==> config.mk <==
export PLATFORM = sky130hd
export DESIGN_NAME = irq_casc_seq
export DESIGN_NICKNAME = d
export VERILOG_FILES = /design/src/rtl/irq_casc_pkg.sv /design/src/rtl/irq_casc_resolver.sv /design/src/rtl/irq_casc_chan_next.sv /design/src/rtl/irq_casc_seq.sv
export SDC_FILE = /design/constraint.sdc
export NUM_CORES = 1
export LEC_CHECK = 0
export BUFFER_PORTS_ARGS = -buffer_cell sky130_fd_sc_hd__clkbuf_2
export CAP_MARGIN = 15
export CORE_ASPECT_RATIO = 2
export CORE_MARGIN = 1.5
export CORE_UTILIZATION = 40
export DETAILED_ROUTE_END_ITERATION = 6
export GPL_TIMING_DRIVEN = 1
export PLACE_DENSITY = 0.61
export SLEW_MARGIN = 20
export SYNTH_ARGS = -nofsm -noshare
export SYNTH_HDL_FRONTEND = slang
export SYNTH_HIERARCHICAL = 1
export SYNTH_SLANG_ARGS = --single-unit
==> constraint.sdc <==
create_clock -name clk -period 4.2 [get_ports clk]
set_input_delay 0.84 -clock clk [delete_from_list [all_inputs] [get_ports clk]]
set_output_delay 0.84 -clock clk [all_outputs]
set_load 0.02 [all_outputs]
==> src/rtl/irq_casc_pkg.sv <==
package irq_casc_pkg;
    localparam int LINES = 8;
    localparam int IDX_W = $clog2(LINES);
    localparam int VEC_W = 8;

    typedef logic [LINES-1:0] line_vec_t;

    typedef struct packed {
        line_vec_t             irr;
        line_vec_t             isr;
        line_vec_t             last;
        line_vec_t             imr;
        line_vec_t             level;
        logic [VEC_W-1:0]      base;
    } chan_t;

    typedef struct packed {
        chan_t                 m;
        chan_t                 s;
        logic                  ack_valid;
        logic [VEC_W-1:0]      vector;
        logic [IDX_W:0]        index;
    } seq_state_t;
endpackage

==> src/rtl/irq_casc_resolver.sv <==
module irq_casc_resolver
    import irq_casc_pkg::*;
(
    input  line_vec_t        irr,
    input  line_vec_t        isr,
    input  line_vec_t        imr,
    output logic             valid,
    output logic [IDX_W-1:0] idx
);
    line_vec_t        req;
    logic             r_any;
    logic             s_any;
    logic [IDX_W-1:0] r_idx;
    logic [IDX_W-1:0] s_idx;

    always_comb begin
        req   = irr & ~imr;
        r_any = 1'b0;
        s_any = 1'b0;
        r_idx = '0;
        s_idx = '0;
        for (int i = LINES - 1; i >= 0; i--) begin
            if (req[i]) begin
                r_any = 1'b1;
                r_idx = IDX_W'(i);
            end
            if (isr[i]) begin
                s_any = 1'b1;
                s_idx = IDX_W'(i);
            end
        end
        valid = r_any && (!s_any || (r_idx < s_idx));
        idx   = r_idx;
    end
endmodule

==> src/rtl/irq_casc_chan_next.sv <==
module irq_casc_chan_next
    import irq_casc_pkg::*;
(
    input  line_vec_t raw,
    input  line_vec_t pulse,
    input  line_vec_t level,
    input  line_vec_t irr_q,
    input  line_vec_t isr_q,
    input  line_vec_t last_q,
    input  line_vec_t ack_set,
    input  line_vec_t eoi_clr,
    output line_vec_t irr_d,
    output line_vec_t isr_d,
    output line_vec_t last_d
);
    line_vec_t edge_req;
    line_vec_t lvl_req;

    always_comb begin
        // pulse-driven lines rise and fall inside one update: last stays 0
        edge_req = (irr_q & ~ack_set) | (raw & ~last_q);
        lvl_req  = raw & ~pulse;
        irr_d    = (level & lvl_req) | (~level & edge_req);
        last_d   = raw & ~pulse;
        isr_d    = (isr_q & ~eoi_clr) | ack_set;
    end
endmodule

==> src/rtl/irq_casc_seq.sv <==
module irq_casc_seq
    import irq_casc_pkg::*;
#(
    parameter int CASC_LINE = 2
) (
    input  logic               clk,
    input  logic               rst_n,
    input  logic [2*LINES-1:0] irq_lines,
    input  logic               cfg_we,
    input  logic               cfg_sel,
    input  logic [VEC_W-1:0]   cfg_base,
    input  logic [LINES-1:0]   cfg_mask,
    input  logic [LINES-1:0]   cfg_level,
    input  logic               ack,
    input  logic               eoi_valid,
    input  logic [IDX_W:0]     eoi_idx,
    output logic               int_req,
    output logic               ack_valid,
    output logic [VEC_W-1:0]   ack_vector,
    output logic [IDX_W:0]     ack_index
);
    localparam logic [IDX_W-1:0] CASC_IDX  = IDX_W'(CASC_LINE);
    localparam logic [IDX_W-1:0] SPUR_IDX  = IDX_W'(LINES - 1);
    localparam logic [VEC_W-1:0] BASE_KEEP = ~VEC_W'(LINES - 1);

    seq_state_t q, d;

    logic             m_valid, s_valid;
    logic [IDX_W-1:0] m_idx, s_idx;
    logic             take_m, via_casc, take_s, cascade;
    line_vec_t        m_raw, s_raw, m_pulse;
    line_vec_t        m_ack_set, s_ack_set, m_eoi, s_eoi;
    line_vec_t        m_irr_d, m_isr_d, m_last_d;
    line_vec_t        s_irr_d, s_isr_d, s_last_d;

    irq_casc_resolver u_res_m (
        .irr(q.m.irr), .isr(q.m.isr), .imr(q.m.imr),
        .valid(m_valid), .idx(m_idx)
    );

    irq_casc_resolver u_res_s (
        .irr(q.s.irr), .isr(q.s.isr), .imr(q.s.imr),
        .valid(s_valid), .idx(s_idx)
    );

    always_comb begin
        take_m   = ack && m_valid;
        via_casc = take_m && (m_idx == CASC_IDX);
        take_s   = via_casc && s_valid;
        // the acknowledged secondary request must not re-latch the cascade line
        cascade  = s_valid && !via_casc;

        m_raw             = irq_lines[LINES-1:0];
        m_raw[CASC_LINE]  = cascade | (irq_lines[CASC_LINE] & 1'b0);
        s_raw             = irq_lines[2*LINES-1:LINES];
        m_pulse           = line_vec_t'(1) << CASC_IDX;

        m_ack_set = take_m ? (line_vec_t'(1) << m_idx) : '0;
        s_ack_set = take_s ? (line_vec_t'(1) << s_idx) : '0;
        m_eoi     = (eoi_valid && !eoi_idx[IDX_W]) ? (line_vec_t'(1) << eoi_idx[IDX_W-1:0]) : '0;
        s_eoi     = (eoi_valid &&  eoi_idx[IDX_W]) ? (line_vec_t'(1) << eoi_idx[IDX_W-1:0]) : '0;
    end

    irq_casc_chan_next u_nxt_m (
        .raw(m_raw), .pulse(m_pulse), .level(q.m.level),
        .irr_q(q.m.irr), .isr_q(q.m.isr), .last_q(q.m.last),
        .ack_set(m_ack_set), .eoi_clr(m_eoi),
        .irr_d(m_irr_d), .isr_d(m_isr_d), .last_d(m_last_d)
    );

    irq_casc_chan_next u_nxt_s (
        .raw(s_raw), .pulse('0), .level(q.s.level),
        .irr_q(q.s.irr), .isr_q(q.s.isr), .last_q(q.s.last),
        .ack_set(s_ack_set), .eoi_clr(s_eoi),
        .irr_d(s_irr_d), .isr_d(s_isr_d), .last_d(s_last_d)
    );

    always_comb begin
        d = q;
        d.m.irr  = m_irr_d;
        d.m.isr  = m_isr_d;
        d.m.last = m_last_d;
        d.s.irr  = s_irr_d;
        d.s.isr  = s_isr_d;
        d.s.last = s_last_d;

        if (cfg_we) begin
            if (cfg_sel) begin
                d.s.imr   = cfg_mask;
                d.s.level = cfg_level;
                d.s.base  = cfg_base & BASE_KEEP;
            end else begin
                d.m.imr   = cfg_mask;
                d.m.level = cfg_level;
                d.m.base  = cfg_base & BASE_KEEP;
            end
        end

        d.ack_valid = ack;
        if (ack) begin
            if (!m_valid) begin
                d.vector = q.m.base + VEC_W'(SPUR_IDX);
                d.index  = {1'b0, SPUR_IDX};
            end else if (!via_casc) begin
                d.vector = q.m.base + VEC_W'(m_idx);
                d.index  = {1'b0, m_idx};
            end else if (take_s) begin
                d.vector = q.s.base + VEC_W'(s_idx);
                d.index  = {1'b1, s_idx};
            end else begin
                d.vector = q.s.base + VEC_W'(SPUR_IDX);
                d.index  = {1'b1, SPUR_IDX};
            end
        end
    end

    always_ff @(posedge clk) begin
        if (!rst_n) begin
            q <= '0;
        end else begin
            q <= d;
        end
    end

    assign int_req    = m_valid;
    assign ack_valid  = q.ack_valid;
    assign ack_vector = q.vector;
    assign ack_index  = q.index;
endmodule

## Word level (Yosys, flattened, before mapping)

Cells that the tools add are included.
W data, S select, Z words.

| word-level totals | value |
|---|---|
| register bits | 103 |
| output and inout bits | 14 |

| operators by class | value |
|---|---|
| equal/unequal tests | 1 |
| multiplexer cells | 71 |
| bitwise operators | 29 |
| shift operators | 3 |
| $lt $le $gt $ge | 2 |
| reduce and logical (&&, ||, !) cells | 16 |
| $add $sub $neg | 4 |

Operators with widths:

| cell | count |
|---|---|
| $and A8 B8 Y8 | 12 |
| $mux W3 | 32 |
| $not A8 Y8 | 10 |
| $or A8 B8 Y8 | 6 |
| $mux W12 | 3 |
| $mux W1 | 32 |
| $mux W8 | 4 |
| $shl A1 B3 Y8 const A | 3 |
| $add A8 B3 Y8 | 2 |
| $add A8 B3 Y8 const B | 2 |
| $logic_and A1 B1 Y1 | 8 |
| $lt A3 B3 Y1 | 2 |
| $logic_not A1 Y1 | 4 |
| $reduce_and A2 Y1 | 2 |
| $eq A3 B2 Y1 const B | 1 |
| $logic_or A1 B1 Y1 | 2 |
| $not A1 Y1 | 1 |

## Logic depth before layout (Yosys ltp)

| logic depth | value |
|---|---|
| word-level depth | 22 |
| mapped depth | 15 |

## Hierarchy

The synthesis kept the hierarchy.

By module, submodules not included:

| module | area an instance (um2) | cells each | instances |
|---|---|---|---|
| irq_casc_seq | 3619.7 | 403 | 1 |
| irq_casc_chan_next | 337.8 | 48 | 2 |
| irq_casc_resolver | 286.5 | 45 | 2 |

## Worst setup path after synthesis

No wires, ideal clock.

| timing path | value |
|---|---|
| kind | register to register |
| start | register q[108] in the netlist's numbering |
| end | register q[53] in the netlist's numbering |
| slack | 0.956 ns |
| cell stages (with the launch flop) | 16 |
| period minus slack after synthesis | 3.244 ns |
| arrival | 3.129 ns |
| path through | dfxtp_1 > nor2b_1 > nand2b_1 > nand3_1 > a21oi_1 > ha_1 > o21a_1 > o22ai_1 > a2bb2oi_2 > and3b_1 > buf_4 > nand2_4 > nor4_1 > nor3b_1 > a21o_1 > and2_1 |

| on the way | value |
|---|---|
| word-level cells in the longest chain between the ends | 21 |

Ends and longest elaborated chain:

| what | line | RTL |
|---|---|---|
| start, declared | irq_casc_seq.sv:26 | `seq_state_t q, d;` |
| start signal, assigned | irq_casc_seq.sv:119 | `q <= '0;` |
| start signal, assigned | irq_casc_seq.sv:121 | `q <= d;` |
| $and A8 B8 Y8 | irq_casc_resolver.sv:17 | `req = irr & ~imr;` |
| $mux W3 (8 in a row) | irq_casc_resolver.sv:23 | `if (req[i]) begin` |
| via m_idx[1] | irq_casc_seq.sv:29 | `logic [IDX_W-1:0] m_idx, s_idx;` |
| $lt A3 B3 Y1 | irq_casc_resolver.sv:32 | `valid = r_any && (!s_any \|\| (r_idx < s_idx));` |
| $logic_or A1 B1 Y1 | irq_casc_resolver.sv:32 |  |
| $logic_and A1 B1 Y1 | irq_casc_resolver.sv:32 |  |
| via int_req | irq_casc_seq.sv:17 | `output logic int_req,` |
| $logic_and A1 B1 Y1 | irq_casc_seq.sv:47 | `take_m = ack && m_valid;` |
| [2 not listed] | n/a |  |
| $mux W8 | irq_casc_seq.sv:59 | `s_ack_set = take_s ? (line_vec_t'(1) << s_idx) : '0;` |
| via s_ack_set[0] | irq_casc_seq.sv:32 | `line_vec_t m_ack_set, s_ack_set, m_eoi, s_eoi;` |
| $not A8 Y8 | irq_casc_chan_next.sv:21 | `edge_req = (irr_q & ~ack_set) \| (raw & ~last_q);` |
| $and A8 B8 Y8 | irq_casc_chan_next.sv:21 |  |
| $or A8 B8 Y8 | irq_casc_chan_next.sv:21 |  |
| $and A8 B8 Y8 | irq_casc_chan_next.sv:23 | `irr_d = (level & lvl_req) \| (~level & edge_req);` |
| $or A8 B8 Y8 | irq_casc_chan_next.sv:23 |  |
| via s_irr_d[0] | irq_casc_seq.sv:34 | `line_vec_t s_irr_d, s_isr_d, s_last_d;` |

The timed path passes the listed nets, and every way through them passes these cells.
A chain may end at the register's enable or synchronous reset.

## Worst setup path after layout

| timing path | value |
|---|---|
| start | register q[104] in the netlist's numbering |
| end | register q[57] in the netlist's numbering |

| on the way | value |
|---|---|
| word-level cells in the longest chain between the ends | 17 |

Ends and longest elaborated chain:

| what | line | RTL |
|---|---|---|
| $and A8 B8 Y8 * | irq_casc_resolver.sv:17 |  |
| $mux W3 * (4 in a row) | irq_casc_resolver.sv:23 |  |
| via m_idx[2] | irq_casc_seq.sv:29 |  |
| $lt A3 B3 Y1 | irq_casc_resolver.sv:32 |  |
| $logic_or A1 B1 Y1 | irq_casc_resolver.sv:32 |  |
| $logic_and A1 B1 Y1 | irq_casc_resolver.sv:32 |  |
| $logic_and A1 B1 Y1 | irq_casc_seq.sv:47 |  |
| $logic_and A1 B1 Y1 * | irq_casc_seq.sv:48 | `via_casc = take_m && (m_idx == CASC_IDX);` |
| $logic_and A1 B1 Y1 * | irq_casc_seq.sv:49 | `take_s = via_casc && s_valid;` |
| $mux W8 * | irq_casc_seq.sv:59 |  |
| via s_ack_set[4] | irq_casc_seq.sv:32 |  |
| $not A8 Y8 * | irq_casc_chan_next.sv:21 |  |
| $and A8 B8 Y8 * | irq_casc_chan_next.sv:21 |  |
| $or A8 B8 Y8 * | irq_casc_chan_next.sv:21 |  |
| $and A8 B8 Y8 * | irq_casc_chan_next.sv:23 |  |
| $or A8 B8 Y8 * | irq_casc_chan_next.sv:23 |  |
| via s_irr_d[4] | irq_casc_seq.sv:34 |  |

The timed path passes the listed nets; every way through them passes the cells marked *.

==> impl_metrics.env <==
export IMPL_stdcell_count=811
export IMPL_yosysSeqAreaShare=0.411
export IMPL_synthArstFlopShare=0
export IMPL_path_buf_inv=0
export IMPL_crit_path_end_kind="flop"
export IMPL_worst_pin_slew_ps=962
export IMPL_fillCellCount=1174
export IMPL_peakVddDrop_uv=186
export IMPL_reg2reg_depth=14
export IMPL_p_per_area_mw_per_mm2=420
export IMPL_crit_end="q[57]$_SDFF_PN0_"
export IMPL_gr_total_overflow=0
export IMPL_fin_tns_setup_ps=0
export IMPL_yosysUniqueCellTypes=40
export IMPL_grt_total_usage=0.194
export IMPL_drt_pass1_iterations=4
export IMPL_htree_levels=3
export IMPL_setup_violations=0
export IMPL_drive_gt1_frac=0.144
export IMPL_synthTopCellsByArea="dfxtp_1, nand2_1, a21boi_0"
export IMPL_worst_setup_path_type="reg -> reg"
export IMPL_rsz0062_at_grt="false"
export IMPL_dp_hpwl_mm=9.25
export IMPL_post_cts_buffers=0
export IMPL_clk_latency_ps=340
export IMPL_r2r_end="q[57]$_SDFF_PN0_"
export IMPL_fmax_mhz=273
export IMPL_port_buffers=59
export IMPL_core_area_mm2=0.0118
export IMPL_synthesis_area_mm2=0.00487
export IMPL_post_route_min_period_ps=3670
export IMPL_yosysWarnings=6
export IMPL_grt_max_degree=69
export IMPL_num_nets_final=715
export IMPL_rrSetupSlack_ps=530
export IMPL_clock_sink_count=100
export IMPL_ys_seq_elements=100
export IMPL_cp_depth=14
export IMPL_ant_nets=0
export IMPL_antenna_cells=0
export IMPL_cap_violations=0
export IMPL_finalMaxSlewViolations=0
export IMPL_placementRows=56
export IMPL_cts_hold_buffers_added=0
export IMPL_root_buffer="clkbuf_16"
export IMPL_area_growth_pct=15.5
export IMPL_cts_tree="done"
export IMPL_antenna_found_initial=0
export IMPL_required_ps=4440
export IMPL_grt_pass1_vias=3918
export IMPL_wl_per_cell_um=14.5
export IMPL_numCtsBuffers=9
export IMPL_path_cells="nor2b_1 -> a21oi_1 -> nor2b_1 -> nor2b_1 -> ha_1 -> a211o_1 -> nor3_2 -> a2bb2oi_2 -> and3b_1 -> nand3_2 -> nor3_1 -> nor3b_1 -> a21o_1 -> and2_1"
export IMPL_hold_viol=0
export IMPL_hp_class="reg -> reg"
export IMPL_cts_buffer_depth=2
export IMPL_vias_per_cell=4.90
export IMPL_path_max_fanout=6
export IMPL_dr_total_vias=3973
export IMPL_die_h_um=159
export IMPL_first_iter_violations=169
export IMPL_status="complete, no violations"
export IMPL_critPathSlowestCell="nor3_1"
export IMPL_slew_headroom=0.358
export IMPL_drc=0
export IMPL_cp_start_kind="flop"
export IMPL_syn_area_per_cell_um2=8.27
export IMPL_fp_dieW_um=81.0
export IMPL_worst_ep_arrival_time_ps=3900
export IMPL_synth_edff_count=0
export IMPL_synthFlopType="dfxtp_1"
export IMPL_cp_common_cell="nor2b_1"
export IMPL_period_share=0.873
export IMPL_routed_wl_mm=11.8
export IMPL_cts_resized=0
export IMPL_grt_pass1_wl_mm=19.1
export IMPL_dieArea_mm2=0.0129
export IMPL_r2r_start="q[104]$_SDFF_PN0_"
export IMPL_p_leak_uw=0.00243
export IMPL_placed_cells=795
export IMPL_io_pins=64
export IMPL_gp_routability_congestion=0.814
export IMPL_finClkSkew_ps=11.7
export IMPL_yosys_area_top_type_share=0.411
export IMPL_cp_top_family="simple AND/OR/NAND/NOR gates"
export IMPL_cpPeakStageDelay_ps=470
export IMPL_initial_utilization=0.414
export IMPL_yosysTopAreaCell="dfxtp_1"
export IMPL_clk_pin_slew_ps=80
export IMPL_cp_startpoint="q[104]$_SDFF_PN0_"
export IMPL_netlist_instances=589
[sequential cells by signal (all words and copies together) (netlist names)]
register	flops
ack_index	1
ack_valid	1
ack_vector	8
q	90
[layout by cell type, fill, tap and decap left out, types with 2 or more instances in the layout]
| cell | Yosys | routed |
|---|---|---|
| dfxtp_1 | 100 | 100 |
| nand2_1 | 98 | 98 |
| clkbuf_2 | 0 | 58 |
| and2_1 | 50 | 50 |
| a21boi_0 | 43 | 43 |
| nor2_1 | 35 | 35 |
| conb_1 | 2 | 32 |
| a21o_1 | 30 | 30 |
| inv_1 | 27 | 27 |
| nor2b_1 | 25 | 25 |
| o21ai_0 | 18 | 18 |
| mux2i_1 | 16 | 16 |
| nand2b_1 | 15 | 15 |
| a21oi_1 | 14 | 14 |
| nor3b_1 | 14 | 14 |
| nand3_1 | 11 | 11 |
| nor3_1 | 10 | 10 |
| clkbuf_16 | 0 | 9 |
| nand3b_1 | 6 | 6 |
| a31oi_1 | 6 | 6 |
| buf_4 | 14 | 6 |
| ha_1 | 4 | 4 |
| o31ai_1 | 3 | 3 |
| nor4_1 | 2 | 2 |
| clkinv_4 | 0 | 2 |
| clkinvlp_4 | 0 | 2 |
| a22o_1 | 2 | 2 |
| nand2b_2 | 2 | 2 |
| nand2b_4 | 2 | 2 |
| a21boi_2 | 2 | 2 |
| o211ai_2 | 2 | 2 |
| o21a_1 | 2 | 2 |
| o22ai_1 | 2 | 2 |
| a211o_1 | 2 | 2 |
| nor3_2 | 2 | 2 |
| a2bb2oi_2 | 2 | 2 |
[layer usage]
metal	up-vias	share of wire	GRT usage
met3	18	0.022	0.0212
met5	-	0	0
met4	0	0.030	0.0893
met2	50	0.56	0.364
met1	1841	0.39	0.206
li1	2064	-	-
[Yosys cell counts (all sizes together) (13+ instances only)]
master,count
dfxtp,100
nand2,99
and2,50
a21boi,45
nor2,35
a21o,30
inv,27
nor2b,25
buf,21
nand2b,19
o21ai,18
mux2i,16
a21oi,14
nor3b,14
clkbuf,13
[power breakdown]
part / switching, uW / internal [uW] / total, uW
clock network: 377 / 470 / 847
logic: 269 / 196 / 464
registers: 41.0 / 1010 / 1050
[cells by family after synthesis]
family                   synth area share
adder cells (fa/ha/maj)            0.0103
multiplexers                       0.0329
buffers and inverters              0.0596
AND/OR/NAND/NOR                     0.296
AO/OA/AOI/OAI                       0.188
other                             0.00154
flip-flops                          0.411
[layout make-up]
| class | instances | area (um^2) | area share |
|---|---|---|---|
| tap | 145 | 181 | 0.0323 |
| clock buffer | 9 | 225 | 0.0401 |
| inverter | 27 | 101 | 0.0180 |
| timing repair buffer | 65 | 340 | 0.0605 |
| multi-input combinational | 458 | 2690 | 0.478 |
| clock inverter | 7 | 82.6 | 0.0147 |
| sequential | 100 | 2000 | 0.356 |
[stage by stage]
step	util	cell area (um^2)	total power, uW	hold slack, ps	worst slack, ps
after floorplan	-	4980	1420	438	956
after global placement	0.451	5310	1520	448	662
after detailed placement	0.451	5310	1530	459	560
after CTS	0.478	5620	2390	468	536
after global routing	0.478	5620	2480	490	320
final	0.478	5620	2360	464	531
[how the worst min path moves through the flow]
stage          cells after the start  slack [ps]                 end          startpoint
6_report                           2         460  q[64]$_SDFFE_PN0P_  q[64]$_SDFFE_PN0P_
3_3_place_gp                       2         450  q[29]$_SDFFE_PN0P_  q[29]$_SDFFE_PN0P_
5_1_grt                            2         490  q[29]$_SDFFE_PN0P_  q[29]$_SDFFE_PN0P_
3_5_place_dp                       2         460  q[29]$_SDFFE_PN0P_  q[29]$_SDFFE_PN0P_
4_1_cts                            2         470  q[29]$_SDFFE_PN0P_  q[29]$_SDFFE_PN0P_
2_1_floorplan                      2         440  q[34]$_SDFFE_PN0P_  q[34]$_SDFFE_PN0P_
[worst register-to-register path: stages (launching register included)]
cell	delay, ps
dfxtp_1	310
nor2b_1	140
a21oi_1	180
nor2b_1	230
nor2b_1	330
ha_1	310
a211o_1	300
nor3_2	160
a2bb2oi_2	250
and3b_1	310
nand3_2	150
nor3_1	470
nor3b_1	120
a21o_1	170
and2_1	140
(Power assumes the default switching activity.)
